--- config.mk ---
export PLATFORM = sky130hd
export DESIGN_NAME = pps_evt_stamp
export DESIGN_NICKNAME = d
export VERILOG_FILES = /design/src/rtl/pes_pkg.sv /design/src/rtl/pes_edge_sync.sv /design/src/rtl/pes_timebase.sv /design/src/rtl/pes_capture_fsm.sv /design/src/rtl/pes_rec_fifo.sv /design/src/rtl/pps_evt_stamp.sv
export SDC_FILE = /design/constraint.sdc
export NUM_CORES = 1
export LEC_CHECK = 0
export BUFFER_PORTS_ARGS = -buffer_cell sky130_fd_sc_hd__buf_2
export CELL_PAD_IN_SITES_DETAIL_PLACEMENT = 1
export CELL_PAD_IN_SITES_GLOBAL_PLACEMENT = 2
export CORE_ASPECT_RATIO = 0.9
export CORE_MARGIN = 2
export CORE_UTILIZATION = 47
export CTS_CLUSTER_DIAMETER = 80
export DETAILED_ROUTE_END_ITERATION = 7
export PLACE_DENSITY_LB_ADDON = 0.1
export SKIP_CTS_REPAIR_TIMING = 1
export SYNTH_ARGS = -nofsm -noshare
export SYNTH_HDL_FRONTEND = slang
export SYNTH_HIERARCHICAL = 1
export SYNTH_SLANG_ARGS = --single-unit
--- constraint.sdc ---
create_clock -name clk -period 8.9 [get_ports clk]
set_clock_uncertainty 0.05 [all_clocks]
set_input_delay 0.445 -clock clk [delete_from_list [all_inputs] [get_ports clk]]
set_output_delay 0.445 -clock clk [all_outputs]
set_load 0.01 [all_outputs]
--- src/rtl/pes_pkg.sv ---
package pes_pkg;
    localparam int SEC_W = 32;
    localparam int SUB_W = 28;
    localparam int REC_W = 1 + SEC_W + SUB_W;

    localparam logic TAG_EVT = 1'b0;
    localparam logic TAG_PPS = 1'b1;

    typedef struct packed {
        logic             tag;
        logic [SEC_W-1:0] sec;
        logic [SUB_W-1:0] sub;
    } rec_t;

    typedef enum logic {
        CAP_IDLE = 1'b0,
        CAP_PEND = 1'b1
    } cap_st_e;
endpackage

--- src/rtl/pes_edge_sync.sv ---
module pes_edge_sync (
    input  logic clk,
    input  logic rst_n,
    input  logic din,
    output logic rise
);
    logic meta_q, sync_q, prev_q;

    always_ff @(posedge clk) begin
        if (!rst_n) begin
            meta_q <= 1'b0;
            sync_q <= 1'b0;
            prev_q <= 1'b0;
        end else begin
            meta_q <= din;
            sync_q <= meta_q;
            prev_q <= sync_q;
        end
    end

    assign rise = sync_q & ~prev_q;
endmodule

--- src/rtl/pes_timebase.sv ---
module pes_timebase
    import pes_pkg::*;
#(
    parameter int HOLD_CYC = 100_000_000
) (
    input  logic             clk,
    input  logic             rst_n,
    input  logic             pps_p,
    output logic [SEC_W-1:0] sec_q,
    output logic [SUB_W-1:0] sub_q,
    output logic             hold_q
);
    localparam logic [SUB_W-1:0] HOLD_M1 = SUB_W'(HOLD_CYC - 1);

    always_ff @(posedge clk) begin
        if (!rst_n) begin
            sec_q  <= '0;
            sub_q  <= '0;
            hold_q <= 1'b0;
        end else if (pps_p) begin
            sec_q  <= sec_q + 1'b1;
            sub_q  <= '0;
            hold_q <= 1'b0;
        end else begin
            sub_q <= sub_q + 1'b1;
            if (sub_q >= HOLD_M1) begin
                hold_q <= 1'b1;
            end
        end
    end
endmodule

--- src/rtl/pes_capture_fsm.sv ---
module pes_capture_fsm
    import pes_pkg::*;
(
    input  logic             clk,
    input  logic             rst_n,
    input  logic             pps_p,
    input  logic             evt_p,
    input  logic [SEC_W-1:0] sec,
    input  logic [SUB_W-1:0] sub,
    output logic             wr_en,
    output rec_t             wr_rec,
    output logic             pend
);
    cap_st_e          st_q, st_d;
    logic [SEC_W-1:0] held_sec;
    logic [SUB_W-1:0] held_sub;

    always_comb begin
        st_d = st_q;
        unique case (st_q)
            CAP_IDLE: st_d = (pps_p && evt_p) ? CAP_PEND : CAP_IDLE;
            CAP_PEND: st_d = CAP_IDLE;
            default:  st_d = CAP_IDLE;
        endcase
    end

    always_ff @(posedge clk) begin
        if (!rst_n) begin
            st_q     <= CAP_IDLE;
            held_sec <= '0;
            held_sub <= '0;
        end else begin
            st_q <= st_d;
            if (st_q == CAP_IDLE && pps_p && evt_p) begin
                held_sec <= sec;
                held_sub <= sub;
            end
        end
    end

    always_comb begin
        wr_en  = 1'b0;
        wr_rec = '{tag: TAG_EVT, sec: sec, sub: sub};
        unique case (st_q)
            CAP_IDLE: begin
                if (pps_p) begin
                    wr_en      = 1'b1;
                    wr_rec.tag = TAG_PPS;
                end else if (evt_p) begin
                    wr_en = 1'b1;
                end
            end
            CAP_PEND: begin
                wr_en  = 1'b1;
                wr_rec = '{tag: TAG_EVT, sec: held_sec, sub: held_sub};
            end
            default: wr_en = 1'b0;
        endcase
    end

    assign pend = (st_q == CAP_PEND);
endmodule

--- src/rtl/pes_rec_fifo.sv ---
module pes_rec_fifo #(
    parameter int DEPTH  = 16,
    parameter int WIDTH  = 61,
    parameter int LOST_W = 16,
    localparam int PTR_W = $clog2(DEPTH),
    localparam int LVL_W = $clog2(DEPTH + 1)
) (
    input  logic              clk,
    input  logic              rst_n,
    input  logic              wr_en,
    input  logic [WIDTH-1:0]  wr_data,
    input  logic              rd_en,
    output logic [WIDTH-1:0]  rd_data,
    output logic [LVL_W-1:0]  level,
    output logic              ovf_q,
    output logic [LOST_W-1:0] lost_q
);
    localparam logic [LVL_W-1:0] FULL_LVL = LVL_W'(DEPTH);
    localparam logic [PTR_W-1:0] LAST_PTR = PTR_W'(DEPTH - 1);

    logic [WIDTH-1:0] mem [DEPTH];
    logic [PTR_W-1:0] wptr, rptr;
    logic             push_ok, pop_ok;

    assign push_ok = wr_en && (level != FULL_LVL);
    assign pop_ok  = rd_en && (level != '0);
    assign rd_data = mem[rptr];

    always_ff @(posedge clk) begin
        if (push_ok) begin
            mem[wptr] <= wr_data;
        end
    end

    always_ff @(posedge clk) begin
        if (!rst_n) begin
            wptr   <= '0;
            rptr   <= '0;
            level  <= '0;
            ovf_q  <= 1'b0;
            lost_q <= '0;
        end else begin
            if (push_ok) begin
                wptr <= (wptr == LAST_PTR) ? '0 : wptr + 1'b1;
            end
            if (pop_ok) begin
                rptr <= (rptr == LAST_PTR) ? '0 : rptr + 1'b1;
            end
            if (push_ok && !pop_ok) begin
                level <= level + 1'b1;
            end else if (pop_ok && !push_ok) begin
                level <= level - 1'b1;
            end
            if (wr_en && !push_ok) begin
                ovf_q <= 1'b1;
                if (lost_q != '1) begin
                    lost_q <= lost_q + 1'b1;
                end
            end
        end
    end
endmodule

--- src/rtl/pps_evt_stamp.sv ---
module pps_evt_stamp
    import pes_pkg::*;
#(
    parameter int DEPTH    = 16,
    parameter int HOLD_CYC = 100_000_000,
    parameter int TMO_W    = 16,
    parameter int LOST_W   = 16,
    localparam int LVL_W   = $clog2(DEPTH + 1)
) (
    input  logic              clk,
    input  logic              rst_n,
    input  logic              pps_in,
    input  logic              evt_in,
    input  logic [LVL_W-1:0]  thresh,
    input  logic [TMO_W-1:0]  tmo_cyc,
    input  logic              rd_en,
    output logic              rd_valid,
    output logic [REC_W-1:0]  rd_data,
    output logic [LVL_W-1:0]  fill_level,
    output logic              batch_irq,
    output logic              overflow,
    output logic [LOST_W-1:0] lost_count,
    output logic              holdover
);
    logic [1:0]       raw_in, rise;
    logic             pps_p, evt_p;
    logic [SEC_W-1:0] sec_q;
    logic [SUB_W-1:0] sub_q;
    logic             wr_en, wr_tag, cap_pend;
    rec_t             wr_rec;
    logic [TMO_W-1:0] to_cnt;
    logic             fifo_empty, thr_fire, to_fire;

    assign raw_in = {pps_in, evt_in};

    for (genvar g = 0; g < 2; g++) begin : g_sync
        pes_edge_sync u_es (
            .clk  (clk),
            .rst_n(rst_n),
            .din  (raw_in[g]),
            .rise (rise[g])
        );
    end

    assign pps_p = rise[1];
    assign evt_p = rise[0];

    pes_timebase #(.HOLD_CYC(HOLD_CYC)) u_tb (
        .clk   (clk),
        .rst_n (rst_n),
        .pps_p (pps_p),
        .sec_q (sec_q),
        .sub_q (sub_q),
        .hold_q(holdover)
    );

    pes_capture_fsm u_cap (
        .clk   (clk),
        .rst_n (rst_n),
        .pps_p (pps_p),
        .evt_p (evt_p),
        .sec   (sec_q),
        .sub   (sub_q),
        .wr_en (wr_en),
        .wr_rec(wr_rec),
        .pend  (cap_pend)
    );

    assign wr_tag = wr_rec.tag;

    pes_rec_fifo #(.DEPTH(DEPTH), .WIDTH(REC_W), .LOST_W(LOST_W)) u_fifo (
        .clk    (clk),
        .rst_n  (rst_n),
        .wr_en  (wr_en),
        .wr_data(wr_rec),
        .rd_en  (rd_en),
        .rd_data(rd_data),
        .level  (fill_level),
        .ovf_q  (overflow),
        .lost_q (lost_count)
    );

    assign fifo_empty = (fill_level == '0);
    assign rd_valid   = !fifo_empty;

    always_ff @(posedge clk) begin
        if (!rst_n || fifo_empty) begin
            to_cnt <= '0;
        end else if (to_cnt != '1) begin
            to_cnt <= to_cnt + 1'b1;
        end
    end

    assign thr_fire  = (thresh != '0) && (fill_level >= thresh);
    assign to_fire   = !fifo_empty && (tmo_cyc != '0) && (to_cnt >= tmo_cyc);
    assign batch_irq = thr_fire || to_fire;
endmodule

==> summary.md, run 1 <==
| Metric | Value |
|---|---|
| Family with the most delay on the worst path | `buffers and inverters` |
| Critical Path RT | `around 8.4 ns` |
| Worst-path clk slew | `0.06 ns` |
| Nets | `between 2000 and 3000` |
| Slowest CP cell | `dfxtp_4` |
| Congestion Overflow GR | `0` |
| Post-synth EDFFs | `about 1000` |
| Critical Path Max Stage Delay | `approximately 0.9 ns` |
| Crit Reg-Reg Endpoint | `u_fifo/mem[12][16]` |
| TritonCTS Sinks | `between 1000 and 1500` |
| Diodes inserted | `0` |
| Final Cell Area | `just over 0.05 mm^2` |
| R2R Path Start | `u_cap/pend` |
| Gr usage total | `about 23%` |
| Buffers on Ports | `about 110` |
| Area after DPL | `about 0.048 mm^2` |
| Hold Startpoint | `pps_in` |
| Die Span X | `around 330 um` |
| Synthesized cell area | `0.0459 mm^2` |
| Routability cong. | `0.769` |
| Worst slew pin tran | `between 1 and 1.5 ns` |
| Hold Crit Class | `in -> reg` |
| CTS Buf Count | `approximately 110` |
| Clock tree buffer depth | `3` |
| RSZ-0062 raised after global routing | `false` |
| Post-DR vias/cell | `~6` |
| Worst-Skew Late Latency | `roughly 0.70 ns` |
| Final Slew Violations | `0` |
| Drt wl/cell | `about 29 um` |
| Post-Synthesis Cells | `about 2400` |
| Syn nets | `2467` |
| Buf/Inv on CP | `3` |
| Root Driver | `clkbuf_16` |
| Startpoint types | `flop` |
| CP arrival | `4.29 ns` |
| Sequential-to-total area share from yosys stat | `71.6%` |
| Pre-antenna DRT Iters | `7` |
| Initial antenna violation count | `9` |
| Placed instance count | `3697` |
| Total leakage power | `between 15 and 20 nW` |
| Largest cells by area after synthesis | `edfxtp_1 (64%), mux4_2 (15%), dfxtp_1 (7.8%)` |
| Final cell count without fillers | `a little under 4000` |
| Largest net degree at the start of global routing | `roughly 120` |
| Share of synthesized flip-flops with an asynchronous set or reset | `0%` |
| Final period util | `a little over half` |
| Synth top area share | `around 64%` |
| CP cell instances | `buf_4 > buf_4 > mux4_2 > mux4_2 > buf_2` |
| Min Tclk post-route | `4.78 ns` |
| Yosys synthesis warning count | `6` |
| Final WL | `between 100000 and 150000 um` |
| I/O pin count | `about 110` |
| WS Path Type | `reg -> out` |
| R2r setup slk | `4.66 ns` |
| Vias in the first global route | `between 20000 and 25000` |
| Synth Area per Inst | `19.1 um^2` |
| Slew headroom | `9.50%` |
| Register bit total from synthesis | `1154` |
| Hold depth | `2` |
| Commonest cells post-synth | `edfxtp_1 (976), mux4_2 (305), nand2_1 (184), dfxtp_1 (178), nor2_1 (83)` |
| Die footprint | `approximately 0.10 mm^2` |
| Worst reg2reg path depth | `6` |
| Cell variety after synth | `60` |
| # rows | `108` |
| Remaining DRCs | `0` |
| Area growth syn-to-layout | `12.1%` |
| Cell taking the most area after synthesis | `edfxtp_1` |
| Antenna-violating nets left | `0` |
| Setup_tns | `0 ns` |
| Core Region | `0.0966 mm^2` |
| Fillcell total | `between 8000 and 9000` |
| First-pass GRT wire length | `168000 um` |
| Share of layout cells above drive strength 1 | `a little over a quarter` |
| Detail Placement HPWL | `roughly 64000 um` |
| Max VDD drop | `0.220 mV` |
| Initial drt markers | `2384` |
| Status | `completed` |
| Crit end category | `output pin` |
| Hold Vio Cnt, Final | `0` |
| Final setup vio count | `0` |
| Chip Height | `around 300 um` |
| Crit path max fanout | `62` |
| Power Dens Cells | `241 mW/mm^2` |
| Primary FF master, synth | `edfxtp_1` |
| Starting Density | `a little under half` |
| Via count | `about 24000` |
| FMAX | `around 0.21 GHz` |
| Top-count cell post-synth | `edfxtp_1` |
| H-tree levels | `3` |
| TritonCTS clock tree | `built` |
| Hold EP | `g_sync[1].u_es/meta_q` |
| Max-cap violations | `0` |
## cell type report
type | count | area, um^2 | area share (%)
clock inverters | 74 | 679 | 1.32
multi-input cells | 1095 | 12300 | 23.9
inverters | 38 | 143 | 0.277
repair buffers | 146 | 836 | 1.62
well taps | 1265 | 1580 | 3.08
clock buffers | 141 | 3010 | 5.85
flip-flops and latches | 1154 | 32900 | 63.9
## state kept, by name, indices dropped and copies added, names as in the netlist, named ones only
register,cells
u_fifo/mem,976
u_cap/held_sec,32
u_tb/sec_q,32
u_cap/held_sub,28
u_tb/sub_q,28
to_cnt,16
u_fifo/lost_q,16
u_fifo/level,5
u_fifo/rptr,4
u_fifo/wptr,4
g_sync.u_es/meta_q,2
g_sync.u_es/prev_q,2
g_sync.u_es/sync_q,2
u_cap/pend,1
u_fifo/ovf_q,1
u_tb/hold_q,1
## where the power goes
part / internal, W / switching, W
clock: 0.00269 / 0.00206
sequential: 0.00585 / 0.000118
combinational: 0.000873 / 0.000826
## cells by family (layout without fill, tap and decap cells)
kind of cell / count (synthesis) / in the layout / share of synthesized area (%)
muxes: 439 / 439 / 18.1
and+or+nand+nor: 460 / 460 / 5.00
xor gates and xnor gates: 48 / 48 / 0.916
DFF: 1154 / 1154 / 71.6
AOI/OAI and AO/OA: 113 / 113 / 1.64
buffers and inverters: 157 / 399 / 1.80
adders and majority gates: 35 / 35 / 0.971
## routing by layer
metal	wire, um	global-route usage [%]	vias to the layer above	share of wire (%)
met4	1880	4.61	0	1.7
met1	51900	34.1	12700	46
met2	53800	36.7	668	47
met5	0	0	-	0
met3	6010	3.25	141	5.3
li1	-	-	10000	-
## worst max path at each step
stage | from | endpoint | slack (ns) | cells past startpoint
finish | flop | rd_data[23] | 4.12 | 5
CTS | flop | rd_data[23] | 3.97 | 5
global route | flop | rd_data[23] | 3.90 | 5
detailed placement | u_cap/pend | u_fifo/mem[15][16] | 4.55 | 6
global placement | u_cap/pend | u_fifo/mem[12][14] | 4.62 | 6
floorplan | g_sync[1].u_es/sync_q | u_fifo/mem[0][0] | 2.91 | 6
## stage by stage
| stage | hold slack, ns | power [W] | utilization [%] | setup slack, ns |
|---|---|---|---|---|
| floorplan | 0.356 | 0.00734 | - | 2.91 |
| detailed placement | 0.376 | 0.00782 | 49.4 | 4.55 |
| finish | 0.101 | 0.0124 | 53.3 | 4.12 |
| CTS | -0.156 | 0.0126 | 53.2 | 3.97 |
| global placement | 0.371 | 0.00780 | 49.4 | 4.62 |
| global route | 0.0864 | 0.0129 | 53.3 | 3.90 |
## cell usage in the layout (no fill, tap or decap), drive strengths merged, types with 5 or more instances in the layout
cell type / count
xor2: 25
bufinv: 10
nand3: 31
and2: 12
and4: 13
nand2b: 20
mux2: 60
nor2: 83
edfxtp: 976
or4: 22
mux2i: 74
buf: 145
nand4: 31
xnor2: 23
ha: 34
mux4: 305
a21o: 7
nand2: 184
and3: 11
a21oi: 36
or3: 7
inv: 42
a31oi: 9
clkinv: 57
dfxtp: 178
nor4: 21
o211ai: 11
a211oi: 5
clkbuf: 141
o31ai: 13
nor3: 18
o21ai: 8
Power figures use the tool's default switching activity.
==> run 2, diff against run 1 <==
--- a/config.mk
+++ b/config.mk
@@ -10,7 +10,7 @@
 export CELL_PAD_IN_SITES_GLOBAL_PLACEMENT = 2
 export CORE_ASPECT_RATIO = 0.9
 export CORE_MARGIN = 2
-export CORE_UTILIZATION = 47
+export CORE_UTILIZATION = 44
 export CTS_CLUSTER_DIAMETER = 80
 export DETAILED_ROUTE_END_ITERATION = 7
 export PLACE_DENSITY_LB_ADDON = 0.1
==> constraint.sdc (replaced) <==
create_clock -name clk -period 4 [get_ports clk]
set_clock_uncertainty 0.05 [all_clocks]
set_input_delay 0.2 -clock clk [delete_from_list [all_inputs] [get_ports clk]]
set_output_delay 0.2 -clock clk [all_outputs]
set_load 0.01 [all_outputs]
==> run 2 against run 1 <==
- global-route usage fell by 1.9 points
- critical endpoint is now rd_data[46]
- first-iteration DRC count is 27% lower
- total power increased by 130%
- count of clock-buffer cells in the layout up 16
- worst hold slack better by 0.14 ns
- final area is 1.4% higher
- die area is 6.7% higher
- largest cell class unchanged
- via count shrank 1.8%
- core utilization is 2.9 points lower
- combinational power rose by 130%
- highest routed layer unchanged
- register-to-register slack got worse by 3.6 ns
==> summary.md, run 2 (synthesis results as in run 1) <==
| Metric | Value |
|---|---|
| Status | `completed` |
| Final WL | `110000 um (-2.9%)` |
| Root Driver | `clkbuf_16` |
| Hold Vio Cnt, Final | `0 (unchanged)` |
| Power Dens Cells | `536 mW/mm^2 (+120%)` |
| Remaining DRCs | `0 (unchanged)` |
| Starting Density | `44.3% (-3.2 points)` |
| Die Span X | `344 um (+3.3%)` |
| Pre-antenna DRT Iters | `5 (-2)` |
| RSZ-0062 raised after global routing | `false` |
| Crit end category | `output pin` |
| H-tree levels | `3 (unchanged)` |
| Most frequent cells in the layout | `edfxtp_1 (976), mux4_2 (305), nand2_1 (184)` |
| Min Tclk post-route | `approximately 3.4 ns` |
| Max-cap violations | `0 (unchanged)` |
| Core Region | `0.104 mm^2 (+7.2%)` |
| Largest register by flop count | `u_fifo/mem` |
| Commonest non-fill, non-tap cell in the layout | `edfxtp_1` |
| Detail Placement HPWL | `61900 um (-3.5%)` |
| First-pass GRT wire length | `166000 um (-1.4%)` |
| CP arrival | `3.18 ns (-1.11 ns)` |
| TritonCTS Sinks | `1154 (unchanged)` |
| Nets | `2646 (+1.4%)` |
| WS Path Type | `reg -> out` |
| Worst-Skew Late Latency | `0.70 ns (about the same)` |
| Slew headroom | `22.9% (+13 points)` |
| Startpoint types | `flop` |
| Diodes inserted | `0 (unchanged)` |
| Crit path max fanout | `56 (-9.7%)` |
| Critical Path RT | `3.75 ns (-4.66 ns)` |
| Via count | `23100 (-1.8%)` |
| Final Slew Violations | `0 (unchanged)` |
| Worst slew pin tran | `1.15 ns (-0.207 ns)` |
| Setup_tns | `0 ns (unchanged)` |
| Routability cong. | `0.735 (-4.5%)` |
| Largest registers | `u_fifo/mem (976), u_cap/held_sec (32), u_tb/sec_q (32)` |
| Total leakage power | `16.5 nW (+1.7%)` |
| # rows | `112 (+3.7%)` |
| Antenna-violating nets left | `0 (unchanged)` |
| Power Total | `0.0280 W (+130%)` |
| Hold Crit Class | `in -> reg` |
| Congestion Overflow GR | `0 (unchanged)` |
| Initial antenna violation count | `0 (-9)` |
| Buffers on Ports | `111 (unchanged)` |
| Max reg flops | `976 (unchanged)` |
| Share of layout cells above drive strength 1 | `27.8% (+0.87 points)` |
| Post-DR vias/cell | `5.69 (-5.2%)` |
| Gr usage total | `21.1% (-1.9 points)` |
| Final setup vio count | `0 (unchanged)` |
| Chip Height | `310 um (+3.3%)` |
| Area growth syn-to-layout | `13.7%` |
| FMAX | `roughly 0.3 GHz` |
| Largest net degree at the start of global routing | `79 (-33%)` |
| TritonCTS clock tree | `built` |
| Max VDD drop | `0.443 mV (+100%)` |
| Initial drt markers | `1737 (-27%)` |
| I/O pin count | `112 (unchanged)` |
| Die footprint | `0.107 mm^2 (+6.7%)` |
| Worst-path clk slew | `0.06 ns (about the same)` |
| CTS Buf Count | `117 (+2.6%)` |
| Clock tree buffer depth | `3 (unchanged)` |
| Final period util | `around 86%` |
| Drt wl/cell | `27.2 um (-6.3%)` |
| Vias in the first global route | `25000 (+0.26%)` |
-- run 2: changes by cell type in the layout (fill, tap and decap cells not counted), sizes merged --
cell and delta:
clkinv -8, bufinv +1, inv -1, dlygate4sd3 +3, clkinvlp -2, clkbuf +16
buf +30
-- run 2: routing by layer --
layer / share of wire, % / up-vias / wire [um] / GRT usage, %
li1: - / 10100 / - / -
met1: 44 / 12400 / 49000 / 29.6
met2: 49 / 487 / 54300 / 34.8
met3: 4.4 / 145 / 4870 / 3.43
met4: 1.9 / 0 / 2130 / 4.72
met5: 0 / - / 0 / 0
-- run 2: final timing paths --
path / startpoint / endpoint / slack [ns] / cells past startpoint
max: flop / rd_data[46] / 0.57 / 4
min: pps_in / g_sync[1].u_es/meta_q / 0.24 / 3
max reg2reg: u_fifo/level[2] / u_fifo/level[4] / 1.04 / 10
min reg2reg: g_sync[0].u_es/meta_q / g_sync[0].u_es/sync_q / 0.40 / 1
-- run 2: stage by stage --
step / util (%) / hold slack [ns] / instances / instance area (um^2) / worst slack [ns]
global route: 50.4 / 0.249 / 4055 / 52200 / 0.399
global placement: 46.6 / 0.386 / 3830 / 48300 / 1.06
CTS: 50.3 / -0.350 / 4051 / 52100 / 0.447
detailed placement: 46.6 / 0.369 / 3830 / 48300 / 1.05
finish: 50.4 / 0.237 / 4055 / 52200 / 0.574
floorplan: - / 0.272 / 2406 / 45900 / -0.356
-- run 2: area by class of cell --
cell class / instances / area (um^2)
fillers: 9359 / 51400
flip-flops and latches: 1154 / 32900
multi-input cells: 1095 / 12300
clock buffers: 157 / 3180
well taps: 1368 / 1710
repair buffers: 179 / 1260
clock inverters: 64 / 644
inverters: 38 / 143
-- run 2: critical path: stages (launching register included) --
cell,delay [ns]
dfxtp_4,0.66
buf_12,0.44
mux4_2,0.56
mux4_2,0.54
buf_2,0.18
-- run 2: report_power, final --
group / internal [W] / switching, W / leakage (nW)
Sequential: 0.0130 / 0.000167 / 10.3
Clock: 0.00629 / 0.00459 / 1.88
Combinational: 0.00205 / 0.00184 / 4.28
==> run 3, diff against run 2 <==
--- a/config.mk
+++ b/config.mk
@@ -5,14 +5,14 @@
 export SDC_FILE = /design/constraint.sdc
 export NUM_CORES = 1
 export LEC_CHECK = 0
-export BUFFER_PORTS_ARGS = -buffer_cell sky130_fd_sc_hd__buf_2
 export CELL_PAD_IN_SITES_DETAIL_PLACEMENT = 1
 export CELL_PAD_IN_SITES_GLOBAL_PLACEMENT = 2
 export CORE_ASPECT_RATIO = 0.9
 export CORE_MARGIN = 2
-export CORE_UTILIZATION = 44
+export CORE_UTILIZATION = 45
 export CTS_CLUSTER_DIAMETER = 80
 export DETAILED_ROUTE_END_ITERATION = 7
+export DONT_BUFFER_PORTS = 1
 export PLACE_DENSITY_LB_ADDON = 0.1
 export SKIP_CTS_REPAIR_TIMING = 1
 export SYNTH_ARGS = -nofsm -noshare
==> run 3 against run 2 <==
- the flow now finishes with violations (hold timing)
- largest cell class unchanged
- register-to-register slack got worse by 0.11 ns
- sequential power barely moved
- non-clock buffer count fell by 100
- final cell count fell by 2.7%
- setup slack improved by 0.016 ns
- core utilization rose by 0.53 points
- die area fell by 2.2%
==> summary.md, run 3 (synthesis results as in run 1) <==
| Metric | Value |
|---|---|
| Status | `complete, but fails checks` |
| Failing checks | `hold timing` |
| CP arrival | `3.16 ns (-0.02 ns)` |
| TritonCTS Sinks | `1154 (unchanged)` |
| Hold EP | `to_cnt[9]` |
| Starting Density | `45.2% (+0.89 points)` |
| Area growth syn-to-layout | `12.6%` |
| Die footprint | `0.105 mm^2 (-2.2%)` |
| Highest Signal Layer | `met4` |
| Met2 WL post-DR | `53200 um (-2.0%)` |
| Crit path max fanout | `25 (-55%)` |
| Detail Placement HPWL | `61300 um (-1.0%)` |
| R2r setup slk | `0.93 ns (-0.11 ns)` |
| Worst-path clk slew | `0.06 ns (about the same)` |
| Die Span X | `341 um (-1.1%)` |
| H-tree levels | `3 (unchanged)` |
| FF/Latch Area | `0.0329 mm^2 (unchanged)` |
| Nets | `2547 (-3.7%)` |
| Crit Reg-Reg Endpoint | `u_fifo/level[4]` |
| Drt wl/cell | `28.0 um (+3.1%)` |
| Buffers on Ports | `0 (-100%)` |
| Chip Height | `307 um (-1.1%)` |
| Startpoint types | `flop` |
| Reg power frac | `47.7% (+0.5 points)` |
| Root Driver | `clkbuf_16` |
| Final WL | `111000 um (+0.27%)` |
| Power Dens Cells | `537 mW/mm^2 (+0.16%)` |
| RSZ-0062 raised after global routing | `false` |
| Largest register by flop count | `u_fifo/mem` |
| Remaining DRCs | `0 (unchanged)` |
| Final Cell Area | `0.0517 mm^2 (-0.93%)` |
| Hold Vio Cnt, Final | `2 (+2)` |
| Max reg flops | `976 (unchanged)` |
| Critical Path RT | `3.75 ns (about the same)` |
| Worst slew pin tran | `1.17 ns (+0.0239 ns)` |
| Share of layout cells above drive strength 1 | `24.9% (-3.0 points)` |
| Net Sw Power | `0.00657 W (-0.46%)` |
| Max VDD drop | `0.389 mV (-12%)` |
| Diodes inserted | `0 (unchanged)` |
| Multi-input combinational cell area | `0.0123 mm^2 (unchanged)` |
| CTS Buf Count | `118 (+0.85%)` |
| Post-DR vias/cell | `5.79 (+1.8%)` |
| FMAX | `0.293 GHz (+0.48%)` |
| Commonest non-fill, non-tap cell in the layout | `edfxtp_1` |
| DR WL met3 | `5150 um (+5.8%)` |
| Hold Crit Class | `in -> reg` |
| Largest registers | `u_fifo/mem (976), u_cap/held_sec (32), u_tb/sec_q (32)` |
| M1 wire length | `49800 um (+1.8%)` |
| # rows | `111 (-0.89%)` |
| Initial antenna violation count | `2 (+2)` |
| Via count | `22900 (-1.0%)` |
| Slew headroom | `21.8% (-1.1 points)` |
| Min Tclk post-route | `3.41 ns (-0.0162 ns)` |
| Clock tree buffer depth | `3 (unchanged)` |
| Final period util | `85.3% (-0.41 points)` |
| Crit end category | `output pin` |
| WHS | `-0.0107 ns (-0.248 ns)` |
| Final Slew Violations | `0 (unchanged)` |
| R2R Path Start | `u_fifo/level[2]` |
| TritonCTS clock tree | `built` |
| Final setup vio count | `0 (unchanged)` |
| Gate power share | `13.2% (-0.7 points)` |
| First-pass GRT wire length | `166000 um (-0.14%)` |
| WS Path Type | `reg -> out` |
| Fillcell total | `9082 (-3.0%)` |
| Total leakage power | `16.0 nW (-2.7%)` |
| Initial drt markers | `1832 (+5.5%)` |
| Gr usage total | `21.4% (+0.31 points)` |
| Clock share of power | `39.1% (+0.2 points)` |
| Vias in the first global route | `24700 (-1.3%)` |
| Max-cap violations | `0 (unchanged)` |
| I/O pin count | `112 (unchanged)` |
| Congestion Overflow GR | `0 (unchanged)` |
| Pre-antenna DRT Iters | `5 (unchanged)` |
| Hold depth | `2 (-1)` |
| Sw Ratio | `23.7% (+0.076 points)` |
| Most frequent cells in the layout | `edfxtp_1 (976), mux4_2 (305), nand2_1 (184)` |
| Area after DPL | `0.0478 mm^2 (-1.1%)` |
| Largest net degree at the start of global routing | `165 (+110%)` |
| Antenna-violating nets left | `0 (unchanged)` |
| Hold Startpoint | `rst_n` |
| Routability cong. | `0.749 (+2.0%)` |
| Worst-Skew Late Latency | `0.70 ns (about the same)` |
| P_int | `0.0212 W (-0.87%)` |
| Core Region | `0.102 mm^2 (-2.0%)` |
| Worst reg2reg path depth | `10 (unchanged)` |
[run 3: changes by cell type in the layout (fill, tap and decap cells not counted), sizes merged, moves of 2 or more]
cell	change
buf	-101
clkinv	-12
clkbuf	+9
clkinvlp	+5
bufinv	-2
[run 3: cell type report]
type	instances	area share, %
timing repair buffer	79	1.53
tap	1356	3.28
inverter	38	0.276
sequential	1154	63.6
clock buffer	166	6.30
multi-input combinational	1095	23.9
clock inverter	56	1.10
[run 3: metrics by stage]
stage          total power, W  worst slack [ns]  instances  util (%)  TNS, ns
6_report               0.0277             0.590       3944      50.9        0
3_3_place_gp           0.0171              1.01       3716      47.1        0
2_1_floorplan          0.0163            -0.356       2406         -  -205.24
3_5_place_dp           0.0172             0.935       3716      47.1        0
4_1_cts                0.0281             0.448       3938      50.8        0
5_1_grt                0.0288             0.395       3944      50.9        0
[run 3: critical path, cell delays in order, from the launching register on]
cell and delay [ns]:
dfxtp_4 0.76, buf_4 0.55, mux4_2 0.59, mux4_2 0.52
[run 3: routing by layer]
layer | global-route usage [%] | up-vias
li1 | - | 9893
met1 | 30.7 | 12300
met2 | 34.7 | 483
met3 | 3.42 | 150
met4 | 5.02 | 0
met5 | 0 | -
[run 3: worst max-delay path by stage]
stage                     startpoint           endpoint  depth (start not counted)
2_1_floorplan  g_sync[1].u_es/sync_q  u_fifo/mem[12][0]                          6
3_3_place_gp         u_fifo/level[2]    u_fifo/level[4]                         10
3_5_place_dp         u_fifo/level[2]    u_fifo/level[4]                         10
4_1_cts                         flop        rd_data[46]                          3
5_1_grt                         flop        rd_data[40]                          3
6_report                        flop        rd_data[38]                          3
[run 3: power groups by stage]
stage               Combinational, W  Clock [W]  Sequential (W)
global route                 0.00397     0.0116          0.0132
floorplan                    0.00298          0          0.0134
CTS                          0.00374     0.0111          0.0132
detailed placement           0.00373          0          0.0135
finish                       0.00367     0.0109          0.0132
global placement             0.00367          0          0.0135
